<file path="src/rtl/vic_pkg.sv">
package vic_pkg;
  localparam int unsigned OFF_EN    = 0;
  localparam int unsigned OFF_FSEL  = 1;
  localparam int unsigned OFF_FORCE = 2;
  localparam int unsigned OFF_RAW   = 3;
  localparam int unsigned OFF_IRQST = 4;
  localparam int unsigned OFF_FIQST = 5;
  localparam int unsigned OFF_VECT  = 6;
  localparam int unsigned OFF_SRC   = 7;
  localparam int unsigned OFF_DEF   = 8;
endpackage

</file>
<file path="src/rtl/vic_regs.sv">
module vic_regs #(
  parameter int unsigned N_CH = 32,
  parameter int unsigned DW   = 32,
  parameter int unsigned AW   = $clog2(N_CH) + 1
) (
  input  logic          clk_i,
  input  logic          rst_ni,
  input  logic          we_i,
  input  logic [AW-1:0] addr_i,
  input  logic [DW-1:0] wdata_i,
  output logic [N_CH-1:0] en_o,
  output logic [N_CH-1:0] fsel_o,
  output logic [N_CH-1:0] force_o,
  output logic [DW-1:0]   def_o,
  output logic [DW-1:0]   vec_o [N_CH]
);
  localparam int unsigned IDW = $clog2(N_CH);
  localparam logic [AW-1:0] A_EN    = AW'(vic_pkg::OFF_EN);
  localparam logic [AW-1:0] A_FSEL  = AW'(vic_pkg::OFF_FSEL);
  localparam logic [AW-1:0] A_FORCE = AW'(vic_pkg::OFF_FORCE);
  localparam logic [AW-1:0] A_DEF   = AW'(vic_pkg::OFF_DEF);

  always_ff @(posedge clk_i or negedge rst_ni) begin
    if (!rst_ni) begin
      en_o    <= '0;
      fsel_o  <= '0;
      force_o <= '0;
      def_o   <= '0;
    end else if (we_i) begin
      if (addr_i == A_EN)    en_o    <= wdata_i[N_CH-1:0];
      if (addr_i == A_FSEL)  fsel_o  <= wdata_i[N_CH-1:0];
      if (addr_i == A_FORCE) force_o <= wdata_i[N_CH-1:0];
      if (addr_i == A_DEF)   def_o   <= wdata_i;
    end
  end

  for (genvar g = 0; g < N_CH; g++) begin : g_vec
    always_ff @(posedge clk_i or negedge rst_ni) begin
      if (!rst_ni) vec_o[g] <= '0;
      else if (we_i && addr_i[AW-1] && addr_i[IDW-1:0] == IDW'(g)) vec_o[g] <= wdata_i;
    end
  end
endmodule

</file>
<file path="src/rtl/vic_prio.sv">
module vic_prio #(
  parameter int unsigned N_CH = 32,
  parameter int unsigned IDW  = $clog2(N_CH)
) (
  input  logic [N_CH-1:0] req_i,
  output logic            any_o,
  output logic [IDW-1:0]  idx_o
);
  // lowest index wins
  always_comb begin
    idx_o = '0;
    for (int i = N_CH - 1; i >= 0; i--) begin
      if (req_i[i]) idx_o = IDW'(i);
    end
    any_o = |req_i;
  end

  always_comb begin
    if (any_o) begin
      AST_WIN_IS_PENDING: assert (req_i[idx_o]);
      AST_WIN_IS_LOWEST: assert ((req_i & ((N_CH'(1) << idx_o) - N_CH'(1))) == '0);
    end
  end
endmodule

</file>
<file path="src/rtl/vic_top.sv">
module vic_top #(
  parameter int unsigned N_CH = 32,
  parameter int unsigned DW   = 32,
  parameter int unsigned AW   = $clog2(N_CH) + 1
) (
  input  logic          clk_i,
  input  logic          rst_ni,
  input  logic [N_CH-1:0] req_i,
  input  logic          we_i,
  input  logic          re_i,
  input  logic [AW-1:0] addr_i,
  input  logic [DW-1:0] wdata_i,
  output logic [DW-1:0] rdata_o,
  output logic          irq_o,
  output logic          fiq_o
);
  localparam int unsigned IDW = $clog2(N_CH);
  localparam logic [AW-1:0] A_EN    = AW'(vic_pkg::OFF_EN);
  localparam logic [AW-1:0] A_FSEL  = AW'(vic_pkg::OFF_FSEL);
  localparam logic [AW-1:0] A_FORCE = AW'(vic_pkg::OFF_FORCE);
  localparam logic [AW-1:0] A_RAW   = AW'(vic_pkg::OFF_RAW);
  localparam logic [AW-1:0] A_IRQST = AW'(vic_pkg::OFF_IRQST);
  localparam logic [AW-1:0] A_FIQST = AW'(vic_pkg::OFF_FIQST);
  localparam logic [AW-1:0] A_VECT  = AW'(vic_pkg::OFF_VECT);
  localparam logic [AW-1:0] A_SRC   = AW'(vic_pkg::OFF_SRC);
  localparam logic [AW-1:0] A_DEF   = AW'(vic_pkg::OFF_DEF);

  logic [N_CH-1:0] en_q, fsel_q, force_q;
  logic [DW-1:0]   def_q;
  logic [DW-1:0]   vec_q [N_CH];
  logic [N_CH-1:0] raw, irq_pend, fiq_pend, ceil, irq_elig;
  logic            win_any;
  logic [IDW-1:0]  win_id;
  logic            act_q;
  logic [IDW-1:0]  act_id_q;
  logic [DW-1:0]   rd_val;

  vic_regs #(.N_CH(N_CH), .DW(DW), .AW(AW)) u_regs (
    .clk_i, .rst_ni, .we_i, .addr_i, .wdata_i,
    .en_o(en_q), .fsel_o(fsel_q), .force_o(force_q), .def_o(def_q), .vec_o(vec_q)
  );

  assign raw      = req_i | force_q;
  assign irq_pend = raw & en_q & ~fsel_q;
  assign fiq_pend = raw & en_q & fsel_q;

  // service ceiling: only strictly more urgent channels pass
  always_comb begin
    for (int i = 0; i < N_CH; i++) ceil[i] = !act_q || (IDW'(i) < act_id_q);
  end
  assign irq_elig = irq_pend & ceil;

  vic_prio #(.N_CH(N_CH), .IDW(IDW)) u_prio (
    .req_i(irq_elig), .any_o(win_any), .idx_o(win_id)
  );

  always_ff @(posedge clk_i or negedge rst_ni) begin
    if (!rst_ni) begin
      irq_o <= 1'b0;
      fiq_o <= 1'b0;
    end else begin
      irq_o <= |irq_elig;
      fiq_o <= |fiq_pend;
    end
  end

  always_ff @(posedge clk_i or negedge rst_ni) begin
    if (!rst_ni) begin
      act_q    <= 1'b0;
      act_id_q <= '0;
    end else if (we_i && addr_i == A_VECT) begin
      act_q    <= 1'b0;
      act_id_q <= '0;
    end else if (re_i && addr_i == A_VECT && win_any) begin
      act_q    <= 1'b1;
      act_id_q <= win_id;
    end
  end

  always_comb begin
    rd_val = '0;
    if (addr_i[AW-1]) rd_val = vec_q[addr_i[IDW-1:0]];
    else begin
      unique case (addr_i)
        A_EN:    rd_val = DW'(en_q);
        A_FSEL:  rd_val = DW'(fsel_q);
        A_FORCE: rd_val = DW'(force_q);
        A_RAW:   rd_val = DW'(raw);
        A_IRQST: rd_val = DW'(irq_pend);
        A_FIQST: rd_val = DW'(fiq_pend);
        A_VECT:  rd_val = win_any ? vec_q[win_id] : def_q;
        A_SRC:   rd_val = {act_q, (DW-1)'(act_id_q)};
        A_DEF:   rd_val = def_q;
        default: rd_val = '0;
      endcase
    end
  end

  always_ff @(posedge clk_i or negedge rst_ni) begin
    if (!rst_ni) rdata_o <= '0;
    else if (re_i) rdata_o <= rd_val;
  end

  AST_NO_EN_NO_IRQ: assert property (@(posedge clk_i) disable iff (!rst_ni)
    $past(en_q) == '0 |-> !irq_o && !fiq_o);
  AST_DEFAULT_VECT: assert property (@(posedge clk_i) disable iff (!rst_ni)
    re_i && addr_i == A_VECT && irq_elig == '0 |=> rdata_o == $past(def_q));
  AST_EOS_CLEARS: assert property (@(posedge clk_i) disable iff (!rst_ni)
    we_i && addr_i == A_VECT |=> !act_q);
  AST_CH0_BLOCKS: assert property (@(posedge clk_i) disable iff (!rst_ni)
    $past(act_q && act_id_q == '0) |-> !irq_o);
  AST_FIQ_NOT_IRQ: assert property (@(posedge clk_i) disable iff (!rst_ni)
    $past(en_q == fsel_q) |-> !irq_o);
endmodule

</file>
<file path="config.mk">
export PLATFORM = sky130hd
export DESIGN_NAME = vic_top
export DESIGN_NICKNAME = d
export VERILOG_FILES = /design/src/rtl/vic_pkg.sv /design/src/rtl/vic_regs.sv /design/src/rtl/vic_prio.sv /design/src/rtl/vic_top.sv
export SDC_FILE = /design/constraint.sdc
export NUM_CORES = 2
export LEC_CHECK = 0
export CORE_AREA = 2 2 349 351
export DETAILED_ROUTE_END_ITERATION = 12
export DIE_AREA = 0 0 351 353
export PLACE_DENSITY = 0.74
export SYNTH_ARGS = -nofsm -noshare
export SYNTH_HDL_FRONTEND = slang
export SYNTH_SLANG_ARGS = --single-unit
</file>
<file path="constraint.sdc">
create_clock -name clk_i -period 11.4 [get_ports clk_i]
set_clock_uncertainty 0.2 [all_clocks]
set_input_delay 2.28 -clock clk_i [delete_from_list [all_inputs] [get_ports clk_i]]
set_output_delay 2.28 -clock clk_i [all_outputs]
set_load 0.01 [all_outputs]
</file>
; ---- Word-level counts from Yosys, hierarchy flattened
; Index checks and enable logic that the tools add are counted.
; W data, S select, Z words.
[word_totals]
reg_bits = 1192
wordCells = 245
[classes]
magnitude_cmp = 34
eq_ne = 39
muxes = 45
bitwise = 8
n_reduce_logical = 78
[op_table]
columns = cell, count
row1 = $bmux W32 S5, 2
row2 = $pmux W32 S9, 1
row3 = $mux W32, 6
row4 = $mux W5, 34
row5 = $and A32 B32 Y32, 4
row6 = $eq A5 B5 Y1 const B, 16
row7 = $lt A5 B5 Y1 const A, 16
row8 = $reduce_or A32 Y1, 2
row9 = $eq A5 B4 Y1 const B, 8
row10 = $lt A4 B5 Y1 const A, 8
row11 = $logic_and A1 B1 Y1, 36
row12 = $logic_or A1 B1 Y1, 32
row13 = $not A32 Y32, 1
row14 = $or A32 B32 Y32, 1
row15 = $eq A6 B3 Y1 const B, 4
row16 = $eq A5 B3 Y1 const B, 4
row17 = $lt A3 B5 Y1 const A, 4
row18 = $eq A6 B2 Y1 const B, 2
row19 = $ge A6 B6 Y1 const B, 2
row20 = $not A5 Y6, 2
row21 = $eq A5 B2 Y1 const B, 2
row22 = $lt A1 B5 Y1 const A, 2
row23 = $lt A2 B5 Y1 const A, 2
row24 = $reduce_and A2 Y1, 4
row25 = 8 further kinds, 9

; ---- Logic depth before layout (Yosys ltp)
[depth]
ltp_word = 43
ltp_mapped = 17
ltp_nobuf = 11

; ---- Cells and area by module
; A second synthesis with hierarchy kept.
[unflattened]
hier_cells = 4653
hier_area_um2 = 64598.2
[by_module_without_submodules]
columns = module, instances, cells_per_inst, area_per_inst_um2, seq_area_each_um2
row1 = vic_regs, 1, 2573, 43118.9, 28827.6
row2 = vic_top, 1, 2015, 21094.0, 1001.0
row3 = vic_prio, 1, 65, 385.4, 0.0

; ---- Least setup slack after synthesis
; No wires, ideal clock.
[synth_path]
path_type = input-to-reg
from = input port addr_i[0]
to = register rdata_o[17]
setup_ps = 141
t_arrival_ps = 5512
slack_ps = 5547
path_stages = 11
path_buffers = 4
cell_sequence = clkbuf_1 > buf_2 > buf_2 > buf_1 > mux4_2 > mux4_2 > mux2_2 > a221oi_1 > o211ai_1 > nor4_1 > a41oi_1
[synth_between]
elab_chain_len = 5
[synth_rtl]
columns = item, line_no
row1 = "start, declared", vic_top.sv:11  ; input logic [AW-1:0] addr_i,
row2 = $not A5 Y6 (implied by the code), vic_top.sv:82  ; if (addr_i[AW-1]) rd_val = vec_q[addr_i[IDW-1:0]];
row3 = $bmux W32 S5, vic_top.sv:82
row4 = $mux W32 (implied by the code) (2 in series), vic_top.sv:82
row5 = $mux W32 (*), vic_top.sv:82
row6 = "end signal, assigned", vic_top.sv:101  ; else if (re_i) rdata_o <= rd_val;
row7 = "end, declared", vic_top.sv:13  ; output logic [DW-1:0] rdata_o,
; Mark *: on every way between the ends. The rest lies on a longest branch, timed or not. The select of a mux whose other input is x is not followed.
; A chain may end at the register's enable or synchronous reset.

; ---- Worst setup path in the final report
[layout_path]
from = input port req_i[6]
to = register rdata_o[4]
[layout_between]
elab_chain_len = 18
[layout_rtl]
columns = item, line_no
row1 = "start, declared", vic_top.sv:8  ; input logic [N_CH-1:0] req_i,
row2 = $or A32 B32 Y32 (*), vic_top.sv:43  ; assign raw = req_i | force_q;
row3 = $and A32 B32 Y32 (*) (2 in series), vic_top.sv:44  ; assign irq_pend = raw & en_q & ~fsel_q;
row4 = $and A32 B32 Y32 (*), vic_top.sv:51  ; assign irq_elig = irq_pend & ceil;
row5 = $mux W5 (7 in series), vic_prio.sv:13  ; if (req_i[i]) idx_o = IDW'(i);
row6 = $not A5 Y6 (implied by the code), vic_top.sv:91  ; A_VECT: rd_val = win_any ? vec_q[win_id] : def_q;
row7 = $bmux W32 S5, vic_top.sv:91
row8 = $mux W32 (implied by the code) (2 in series), vic_top.sv:91
row9 = $mux W32 (*), vic_top.sv:91
row10 = $pmux W32 S9 (*), vic_top.sv:84  ; unique case (addr_i)
row11 = $mux W32 (*), vic_top.sv:82
; Marks and branches as above.

==> impl_results.md <==
* Initial Util at 0.5441
* Reg-to-Reg Start: act_id_q[4]
* Synth Register Bits at 1192
* Post-Syn Area at about 66000 sq um
* Worst Max-Slew Pin Slew at 1.367 ns
* RSZ-0062 raised after global routing: no
* Leakage power total at 31.37 nW
* Nets@finish at 5215
* Int Pwr at ~0.0092 W
* Worst Setup EP: rdata_o[4]
* Buffers & Inverters on Critical Path at 2
* Worst R2R Path Depth at 12
* CP Max Fanout at 136
* Htree depth at 4
* Crit path arrival time at 8.06 ns
* Port bufs at 107
* Syn Inst Count at between 5000 and 6000
* Global route total overflow at 0
* Sequential share of the synthesized area at 0.4546
* Sequential fraction of design power at 0.377
* Setup Fix Bufs, Post-CTS at 0
* Row count at approximately 130
* Crit path cell chain: clkdlybuf4s50_1 > o21ai_0 > nor2_1 > o31a_1 > o211ai_1 > nand3_4 > o21ai_4 > buf_12 > mux2i_1 > mux2_2 > a2111oi_0 > o32a_1
* Async SR Flop Fraction at 1.000
* Full die area at 123900 sq um
* CTS Hold Bufs at 0
* Global-route wire length before repair at between 300000 and 400000 um
* Critical R2R Capture: rdata_o[4]
* Final ANT Viol Nets at 0
* Worst path slowest cell: o21ai_4
* Routed wire length per instance at 34.03 um
* Cell family with most CP delay: compound AO/OA/AOI/OAI gates
* Sw frac at 0.3558
* Fin util at 0.5995
* GPL Wtd Cong at 1.050
* Vias at 50100
* Top Ports at between 100 and 150
* Worst reg-to-reg setup slack at 5.36 ns
* Worst setup path category: primary input to register
* CP max stage delay at about 0.89 ns
* Gr usage total at 0.3766
* Fin. Hold Viols at 0
* Initial DRC Count at 6860
* Post-Syn Area per Cell at roughly 12 sq um
* Total routed wirelength at 233800 um
* Distinct cell type count after synthesis at 74
* P&R area growth vs syn at 10.18%
* Syn. warnings at 0
* EDFF count, synth at 0
* Max-slew violations at 0
* Minimum clock period at 7.568 ns
* Clock power frac at 0.302
* Clock slew at reported path FFs at 0.06 ns
* Critical Path RT at 11.89 ns
* Largest net degree at the start of global routing at 183
* Final Cycle Share at 0.6639
* # placed instances at 6633
* Max Cap Viol at 0
* Area of the core at approximately 120000 sq um
* Slew HR at 0.08564
* CP Capture Type: register
* Logic pwr share at 0.321
* Synthesized Nets at 5369
* Post-route cell area at 72290 sq um
* Fillcell total at around 9400
* CTS root buf: clkbuf_16
* Setup TNS at 0 ns
* Gates resized, CTS repair at 0
* HPWL after detailed placement at 137900 um
* Status: finished clean
* Clock latency on the worst-skew pair at 0.77 ns
* Worst setup path start: req_i[6]
* # DRC at 0
* Vias in the first global route at around 50000
* CTS Buf Count at about 130
* Layout cells sized above 1 at 0.3707
* CTS sink cnt at 1192
* Die height at 353 um
* Initial antenna violation count at 13
* PD cells at slightly below 200 nW/um^2
* Placed cell areas at 67950 sq um
* Total number of cells along the worst setup path at 12
* Longest Clk Path Bufs at 3
* Worst Setup Start Kind: primary input
* Worst Hold Class: register to register
* Setup violators final at 0
* Layout Cells excl Fill at between 6000 and 7000
* Via/cell ratio at 7.290
* CTS tree: yes
* Synth Flop Type: dfrtp_1
* VDD IR max at 205.5 uV
* Power Total at approximately 0.014 W
* Die width at 351 um
* Net Sw Power at ~0.0051 W
* Maximum achievable frequency at 132.1 MHz
* Pre-antenna DRT Iters at 6
-- how the worst min path moves through the flow --
| stage | cells after the start | endpoint | slack (ns) | from |
|---|---|---|---|---|
| 3_3_place_gp | 1 | u_regs.vec_o[425] | 0.30 | u_regs.vec_o[425] |
| 5_1_grt | 1 | u_regs.vec_o[294] | 0.34 | u_regs.vec_o[294] |
| 3_5_place_dp | 1 | u_regs.vec_o[802] | 0.31 | u_regs.vec_o[802] |
| 2_1_floorplan | 1 | u_regs.en_o[3] | 0.29 | u_regs.en_o[3] |
| 6_report | 1 | u_regs.vec_o[815] | 0.33 | u_regs.vec_o[815] |
| 4_1_cts | 1 | u_regs.vec_o[298] | 0.32 | u_regs.vec_o[298] |
-- area by class of cell --
class | instances | area [sq um] | share of cell area
clock inverter | 24 | 277.8 | 0.003842
tap | 1625 | 2033 | 0.02812
sequential | 1192 | 29830 | 0.4126
multi-input combinational | 3432 | 33370 | 0.4615
antenna | 5 | 12.51 | 0.0001731
inverter | 148 | 555.5 | 0.007684
timing repair buffer | 236 | 2168 | 0.02999
clock buffer | 210 | 4051 | 0.05604
-- routing by layer --
metal / vias up / global-route usage / routed length, um
met1: 25900 / 0.5055 / 89050
met2: 3497 / 0.5372 / 100700
met5: - / 0.007701 / 235
li1: 19780 / - / -
met4: 24 / 0.2229 / 15290
met3: 892 / 0.1177 / 28600
-- logic make-up after synthesis --
| family | share of synthesized area |
|---|---|
| compound gates | 0.1045 |
| buf+inv | 0.04178 |
| simple gates | 0.04531 |
| mux | 0.3538 |
| flops | 0.4546 |
-- power by group through the flow --
stage	registers [W]	logic, W	clock network [W]
3_3_place_gp	0.00536	0.00434	0
2_1_floorplan	0.00522	0.00305	0
4_1_cts	0.00532	0.00444	0.00431
6_report	0.00536	0.00456	0.00429
3_5_place_dp	0.00539	0.00441	0
5_1_grt	0.00541	0.00473	0.00449
-- through the flow --
| step | setup WS, ns | hold slack [ns] |
|---|---|---|
| floorplan | 5.547 | 0.2889 |
| global placement | 3.437 | 0.3013 |
| detailed placement | 3.330 | 0.3115 |
| CTS | 4.137 | 0.3246 |
| global route | 3.755 | 0.3354 |
| finish | 3.832 | 0.3266 |
-- flip-flops by register name, summed over array words and instances, names as in the netlist --
signal          flops
u_regs.fsel_o      32
irq_o               1
rdata_o            32
u_regs.def_o       32
fiq_o               1
u_regs.force_o     32
act_id_q            5
u_regs.en_o        32
act_q               1
u_regs.vec_o     1024
-- cell usage after synthesis, types with 5 or more instances --
cell type  number  share of area
a222oi_1       14         0.0021
buf_6           7         0.0012
nand3_1        20         0.0015
nor4_1         30         0.0029
o211ai_1      311          0.036
o32a_1         13         0.0020
clkbuf_1      294          0.017
o32ai_1         5        0.00067
a211oi_1       25         0.0029
or4_1           8        0.00092
o221ai_1       41         0.0055
buf_1         136         0.0078
o21ai_0       182          0.014
a22oi_1        16         0.0018
o21a_1          6        0.00069
a21o_1         32         0.0037
o22ai_1        84         0.0080
a21oi_1        97         0.0074
nand2_1       365          0.021
mux4_2        320           0.11
o2111ai_1      13         0.0017
nand4_1        13         0.0012
mux2i_1       228          0.035
nor3_1         17         0.0013
inv_1         148         0.0085
a31oi_1        24         0.0023
a41oi_1        12         0.0016
nor2_1        151         0.0086
a2111oi_0      16         0.0021
dfrtp_1      1192           0.45
mux2_2       1218           0.21
buf_4          25         0.0029
nand2b_1       10        0.00095
and2_1         10        0.00095
a221oi_1       24         0.0032
buf_2          61         0.0047
and3_1         32         0.0031
a211o_1         8         0.0011
a311oi_1       14         0.0019
-- cell usage in the layout (no fill, tap or decap), drive strengths merged, types with 99 or more instances in the layout --
cell and n:
buf 137, dfrtp 1192, nor2 151, clkbuf 210, o211ai 311, o21ai 186, mux2 1219, clkdlybuf4s50 99
nand2 365, mux2i 228, mux4 320, inv 153
No activity file was read; power rests on OpenSTA's default activity.
